`config.mk`:
```
export PLATFORM = sky130hd
export DESIGN_NAME = vgaff_top
export DESIGN_NICKNAME = d
export VERILOG_FILES = /design/src/rtl/vgaff_pkg.sv /design/src/rtl/vgaff_phase.sv /design/src/rtl/vgaff_regs.sv /design/src/rtl/vgaff_page.sv /design/src/rtl/vgaff_top.sv
export SDC_FILE = /design/constraint.sdc
export NUM_CORES = 1
export LEC_CHECK = 0
export CAP_MARGIN = 20
export CORE_ASPECT_RATIO = 0.75
export CORE_MARGIN = 10
export CORE_UTILIZATION = 25
export DETAILED_ROUTE_END_ITERATION = 10
export PLACE_DENSITY = 0.51
export SYNTH_ARGS = -nofsm -noshare
export SYNTH_HDL_FRONTEND = slang
export SYNTH_HIERARCHICAL = 1
export SYNTH_SLANG_ARGS = --single-unit
```
`constraint.sdc`:
```
create_clock -name clk -period 2.75 [get_ports clk]
set_input_delay 0.55 -clock clk [delete_from_list [all_inputs] [get_ports clk]]
set_output_delay 0.55 -clock clk [all_outputs]
set_load 0.005 [all_outputs]
```
`src/rtl/vgaff_pkg.sv`:
```
package vgaff_pkg;
    typedef enum logic {
        PH_INDEX = 1'b0,
        PH_DATA  = 1'b1
    } phase_e;

    localparam int unsigned DW = 8;
    localparam logic [DW-1:0] IDX_MODE   = 8'h00;
    localparam logic [DW-1:0] IDX_MASK   = 8'h01;
    localparam logic [DW-1:0] IDX_BORDER = 8'h02;
    localparam logic [DW-1:0] IDX_MODE2  = 8'h03;
    localparam logic [DW-1:0] IDX_PAL    = 8'h10;
endpackage

```
`src/rtl/vgaff_phase.sv`:
```
module vgaff_phase
    import vgaff_pkg::*;
(
    input  logic clk,
    input  logic rst_n,
    input  logic port_we,
    input  logic stat_rd,
    output phase_e phase,
    output logic idx_we,
    output logic dat_we
);
    phase_e phase_nx;

    always_ff @(posedge clk) begin
        if (!rst_n) phase <= PH_INDEX;
        else        phase <= phase_nx;
    end

    always_comb begin
        phase_nx = phase;
        unique case (phase)
            PH_INDEX: if (!stat_rd && port_we) phase_nx = PH_DATA;
            PH_DATA:  if (stat_rd || port_we)  phase_nx = PH_INDEX;
        endcase
    end

    always_comb begin
        idx_we = 1'b0;
        dat_we = 1'b0;
        unique case (phase)
            PH_INDEX: idx_we = port_we;
            PH_DATA:  dat_we = port_we;
        endcase
    end

    p_toggle_r2: assert property (@(posedge clk) disable iff (!rst_n)
        (port_we && !stat_rd) |=> (phase != $past(phase)));

    p_resync_r3: assert property (@(posedge clk) disable iff (!rst_n)
        stat_rd |=> (phase == PH_INDEX));
endmodule

```
`src/rtl/vgaff_regs.sv`:
```
module vgaff_regs
    import vgaff_pkg::*;
#(
    parameter int unsigned PAL_N = 16,
    parameter int unsigned PAL_W = 4
) (
    input  logic            clk,
    input  logic            rst_n,
    input  logic            idx_we,
    input  logic            dat_we,
    input  logic [DW-1:0]   wdata,
    input  logic [$clog2(PAL_N)-1:0] pal_sel,
    output logic [DW-1:0]   mode_ctl,
    output logic [DW-1:0]   pal_mask,
    output logic [DW-1:0]   border_col,
    output logic [DW-1:0]   mode_ctl2,
    output logic [PAL_W-1:0] pal_rdata,
    output logic [1:0]      video_off,
    output logic            blink_en
);
    localparam int unsigned PAL_AW = $clog2(PAL_N);

    logic [DW-1:0] index_q;
    logic [PAL_W-1:0] pal_q [PAL_N];
    logic pal_hit;

    assign pal_hit = (index_q[DW-1:PAL_AW] == IDX_PAL[DW-1:PAL_AW]);

    always_ff @(posedge clk) begin
        if (!rst_n) begin
            index_q      <= '0;
            video_off[1] <= 1'b0;
        end else if (idx_we) begin
            index_q      <= wdata;
            video_off[1] <= wdata[4];
        end
    end

    always_ff @(posedge clk) begin
        if (!rst_n) begin
            mode_ctl     <= '0;
            pal_mask     <= '0;
            border_col   <= '0;
            mode_ctl2    <= '0;
            video_off[0] <= 1'b0;
        end else if (dat_we) begin
            unique case (index_q)
                IDX_MODE: begin
                    mode_ctl     <= wdata;
                    video_off[0] <= ~wdata[3];
                end
                IDX_MASK:   pal_mask   <= wdata;
                IDX_BORDER: border_col <= wdata;
                IDX_MODE2:  mode_ctl2  <= wdata;
                default: ;
            endcase
        end
    end

    generate
        for (genvar g = 0; g < PAL_N; g++) begin : g_pal
            always_ff @(posedge clk) begin
                if (!rst_n)
                    pal_q[g] <= '0;
                else if (dat_we && pal_hit && index_q[PAL_AW-1:0] == PAL_AW'(g))
                    pal_q[g] <= wdata[PAL_W-1:0];
            end
        end
    endgenerate

    assign pal_rdata = pal_q[pal_sel];
    assign blink_en  = mode_ctl[5];

    p_blank_idx_r4: assert property (@(posedge clk) disable iff (!rst_n)
        idx_we |=> (video_off[1] == $past(wdata[4])));

    p_mode_blank_r5: assert property (@(posedge clk) disable iff (!rst_n)
        (dat_we && index_q == IDX_MODE) |=> (video_off[0] == !mode_ctl[3]));

    p_blank_hold_r4: assert property (@(posedge clk) disable iff (!rst_n)
        !idx_we |=> $stable(video_off[1]));
endmodule

```
`src/rtl/vgaff_page.sv`:
```
module vgaff_page #(
    parameter int unsigned PG_W = 3
) (
    input  logic               clk,
    input  logic               rst_n,
    input  logic               page_we,
    input  logic [2*PG_W+1:0]  page_wdata,
    output logic [PG_W-1:0]    crt_bank,
    output logic [PG_W-1:0]    cpu_bank,
    output logic [1:0]         addr_mode,
    output logic               row_a12_sel,
    output logic               row_pg0_sel
);
    localparam logic [PG_W-1:0] PG_ALL  = '1;
    localparam logic [PG_W-1:0] PG_EVEN = PG_ALL & ~PG_W'(1);

    logic [PG_W-1:0] crt_mask;
    assign crt_mask = page_wdata[2*PG_W+1] ? PG_EVEN : PG_ALL;

    always_ff @(posedge clk) begin
        if (!rst_n) begin
            crt_bank  <= PG_ALL;
            cpu_bank  <= PG_ALL;
            addr_mode <= 2'b00;
        end else if (page_we) begin
            crt_bank  <= page_wdata[PG_W-1:0] & crt_mask;
            cpu_bank  <= page_wdata[2*PG_W-1:PG_W];
            addr_mode <= page_wdata[2*PG_W+1:2*PG_W];
        end
    end

    assign row_a12_sel = addr_mode[0];
    assign row_pg0_sel = addr_mode[1];

    p_even_bank_r10: assert property (@(posedge clk) disable iff (!rst_n)
        addr_mode[1] |-> (crt_bank[0] == 1'b0));

    p_page_hold_r9: assert property (@(posedge clk) disable iff (!rst_n)
        !page_we |=> ($stable(cpu_bank) && $stable(crt_bank) && $stable(addr_mode)));
endmodule

```
`src/rtl/vgaff_top.sv`:
```
module vgaff_top
    import vgaff_pkg::*;
(
    input  logic       clk,
    input  logic       rst_n,
    input  logic       port_we,
    input  logic [7:0] port_wdata,
    input  logic       stat_rd,
    input  logic       page_we,
    input  logic [7:0] page_wdata,
    input  logic [3:0] pal_sel,
    output logic       data_phase,
    output logic [7:0] mode_ctl,
    output logic [7:0] pal_mask,
    output logic [7:0] border_col,
    output logic [7:0] mode_ctl2,
    output logic [3:0] pal_rdata,
    output logic [1:0] video_off,
    output logic       blink_en,
    output logic [2:0] crt_bank,
    output logic [2:0] cpu_bank,
    output logic [1:0] addr_mode,
    output logic       row_a12_sel,
    output logic       row_pg0_sel
);
    phase_e phase;
    logic idx_we, dat_we;

    vgaff_phase u_phase (
        .clk(clk), .rst_n(rst_n), .port_we(port_we), .stat_rd(stat_rd),
        .phase(phase), .idx_we(idx_we), .dat_we(dat_we)
    );

    vgaff_regs #(.PAL_N(16), .PAL_W(4)) u_regs (
        .clk(clk), .rst_n(rst_n), .idx_we(idx_we), .dat_we(dat_we),
        .wdata(port_wdata), .pal_sel(pal_sel),
        .mode_ctl(mode_ctl), .pal_mask(pal_mask), .border_col(border_col),
        .mode_ctl2(mode_ctl2), .pal_rdata(pal_rdata),
        .video_off(video_off), .blink_en(blink_en)
    );

    vgaff_page #(.PG_W(3)) u_page (
        .clk(clk), .rst_n(rst_n), .page_we(page_we), .page_wdata(page_wdata),
        .crt_bank(crt_bank), .cpu_bank(cpu_bank), .addr_mode(addr_mode),
        .row_a12_sel(row_a12_sel), .row_pg0_sel(row_pg0_sel)
    );

    assign data_phase = (phase == PH_DATA);
endmodule

```
==> impl_metrics.json, run 1 <==
{
  "dpl_cell_area_sq_um": 6210,
  "crit_chain": "clkdlybuf4s50_1 -> buf_12 -> mux4_2 -> a22oi_2 -> nand3_1 -> dlygate4sd2_1",
  "worstSkewPairLatency_ps": 420,
  "area_growth_pct": 35.9,
  "hold_viol": 0,
  "synthTopCellsByCount": "64 x edfxtp_1, 62 x nand2_1, 51 x nor2_1, 50 x dfxtp_1, 48 x mux2i_1",
  "routedWlPerCell_microns": 17.8,
  "design_area_sq_um": 6830,
  "numCtsBuffers": 17,
  "grt-ovfl-total": 0,
  "fin_crit_sh_pct": 96.4,
  "grt.total_usage_pct": 10.8,
  "syn-instance-count": 414,
  "ctsHoldBuffers": 0,
  "cts_root_buf": "clkbuf_16",
  "synthFlopType": "edfxtp_1",
  "die_area_sq_um": 26200,
  "worstHoldPathType": "flip-flop to flip-flop",
  "p_leak_nw": 2.64,
  "whs_ps": 460,
  "cp.required_ps": 2200,
  "nets": 533,
  "layout-drive-gt1-share_pct": 18.6,
  "io_pins": 75,
  "cts_tree": "done",
  "vias_per_cell": 4.61,
  "dr_total_vias": 3567,
  "avgSynthCellArea_sq_um": 12.1,
  "drcViolationCount": 0,
  "clock-sinks": 114,
  "slowest_stage": "clkdlybuf4s50_1",
  "worstMarginPinSlew_ps": 816,
  "cts_buffer_depth": 2,
  "report.final.slew_viol_count": 0,
  "cp_data_arrival_time_ps": 2100,
  "grt_pass1_vias": 3596,
  "synth-seq-cells": 114,
  "slowest_delay_ps": 510,
  "rsz0062_at_grt": "false",
  "yosys.area.top_type_share_pct": 38.2,
  "clk_pin_slew_ps": 60,
  "drv_cap": 0,
  "finalClockSkew_ps": 10.7,
  "synth_nets": 439,
  "yosys.cell_types.count": 38,
  "dr.first_iter.drc_count": 416,
  "dp_hpwl_microns": 10000,
  "coreArea_sq_um": 19500,
  "synth-edff-count": 64,
  "relSlewSlack_pct": 45.5,
  "grt_max_degree": 53,
  "status": "complete, no violations",
  "critPathKind": "primary input to output pin",
  "gp_congestion": 0.875,
  "power_density_nw_per_um2": 635,
  "placementRows": 44,
  "fmax_mhz": 377,
  "fin_crit_ps": 2650,
  "synth.most_common_cell": "edfxtp_1",
  "synth_area_leaders": "edfxtp_1 38%, dfxtp_1 20%, mux2i_1 9.6%, mux4_2 7.2%, nand2_1 4.6%",
  "end_kind": "output pin",
  "peakVddDrop_mv": 0.324,
  "die_h_microns": 143,
  "htreeDepth": 4,
  "ant_nets": 0,
  "ys_warn_count": 6,
  "setup_viol": 0,
  "initial_core_util_pct": 25.7,
  "io_buffers": 74,
  "grt_pass1_wl_microns": 21500,
  "netlist_area_sq_um": 5030,
  "post_cts_buffers": 0,
  "diodes": 0,
  "first_pass_iters": 5,
  "synth-async-reset-ratio_pct": 0,
  "yosysTopAreaCell": "edfxtp_1",
  "yosysSeqAreaShare_pct": 58.1,
  "cp-start-kind": "primary input",
  "worstPathMaxFanout": 9,
  "drt_wl_total_microns": 13800,
  "die_w_microns": 184,
  "antenna_found_initial": 0
}
worst max-delay path: cells and delay by family:
family	cells	cell delay [ps]
buffers and inverters	3	930
muxes	1	310
and+or+nand+nor	1	100
AOI/OAI and AO/OA	1	200
cell type report:
| type | instances | area, sq um |
|---|---|---|
| multi-input combinational | 269 | 1960 |
| sequential | 114 | 2920 |
| inverter | 1 | 3.75 |
| timing repair buffer | 105 | 1050 |
| fill | 1905 | 12700 |
| clock inverter | 12 | 93.8 |
| clock buffer | 20 | 489 |
| tap | 253 | 317 |
path summary, 6_finish.rpt:
kind                        start              endpoint  slack, ps  depth (start not counted)
min          u_regs/border_col[7]  u_regs/border_col[7]        460                          2
min reg2reg  u_regs/border_col[7]  u_regs/border_col[7]        460                          2
max reg2reg         u_phase/phase    u_regs/pal_q[4][3]        680                          6
max                    pal_sel[1]          pal_rdata[0]        100                          6
cell usage in the layout (no fill, tap or decap), drive strengths merged, types with 2 or more instances in the layout:
master,Yosys,layout
o31ai,6,6
clkdlybuf4s50,0,68
o41ai,2,2
dfxtp,50,50
clkinv,0,6
nand4,5,5
nor4b,4,4
nor2,51,51
nand3,17,17
clkbuf,13,20
o21ai,8,8
dlygate4sd2,0,4
nand3b,2,2
nand4b,3,3
buf,17,32
inv,1,6
nor3,3,3
nand2b,3,3
mux2i,48,48
edfxtp,64,64
nand2,62,62
and2,5,5
mux4,16,16
and4,4,4
and3,4,4
a22oi,4,4
nor2b,16,16
repair_timing:
action                                  4_1_cts  5_1_grt
resized for setup                            11        1
pin swaps                                     0        2
endpoints found under the setup margin        4        1
cloned                                        1        0
where the power goes:
group          total [W]  leakage [nW]  switching, W  internal, W
registers        0.00189          1.06     0.0000452      0.00185
logic           0.000330          1.29      0.000159     0.000170
clock network    0.00212         0.290      0.000819      0.00130
total            0.00434          2.64       0.00102      0.00331
routing by layer:
| layer | GRT usage [%] | vias up | part of all wire [%] |
|---|---|---|---|
| met5 | 0 | - | 0 |
| met4 | 3.53 | 0 | 1.0 |
| met3 | 3.52 | 10 | 6.1 |
| met2 | 16.4 | 110 | 46 |
| met1 | 14.3 | 1755 | 47 |
| li1 | - | 1692 | - |
flip-flops by register name (all words and copies together), names as in the netlist:
| name | flops |
|---|---|
| u_regs/index_q | 8 |
| u_regs/video_off | 1 |
| u_regs/mode_ctl2 | 8 |
| u_page/cpu_bank | 3 |
| u_regs/pal_mask | 8 |
| u_regs/mode_ctl | 8 |
| u_page/addr_mode | 2 |
| u_phase/phase | 1 |
| u_regs/border_col | 8 |
| u_regs/pal_q | 64 |
| u_page/crt_bank | 3 |
through the flow:
step	util [%]	power, W	setup TNS [ps]	instances	worst slack (ps)
3_3_place_gp	31.8	0.00225	-1450	741	-336
4_1_cts	35.0	0.00439	0	774	70.9
6_report	35.0	0.00434	0	774	99.1
5_1_grt	35.0	0.00451	0	774	20.2
3_5_place_dp	31.8	0.00226	-1470	741	-361
2_1_floorplan	-	0.00208	0	414	511
cell families after synthesis:
| family | Yosys count | synth area share [%] |
|---|---|---|
| mux | 64 | 16.7 |
| compound gates | 20 | 2.64 |
| flops | 114 | 58.1 |
| buf+inv | 31 | 3.26 |
| xor+xnor | 1 | 0.174 |
| simple gates | 184 | 19.1 |
Power figures use the tool's default switching activity.
==> run 2, diff against run 1 <==
--- a/config.mk
+++ b/config.mk
@@ -11,6 +11,7 @@
 export CORE_UTILIZATION = 25
 export DETAILED_ROUTE_END_ITERATION = 10
 export PLACE_DENSITY = 0.51
+export SLEW_MARGIN = 20
 export SYNTH_ARGS = -nofsm -noshare
 export SYNTH_HDL_FRONTEND = slang
 export SYNTH_HIERARCHICAL = 1
==> results of run 2 <==
No change in the layout: final DEF, timing and power equal those of run 1.
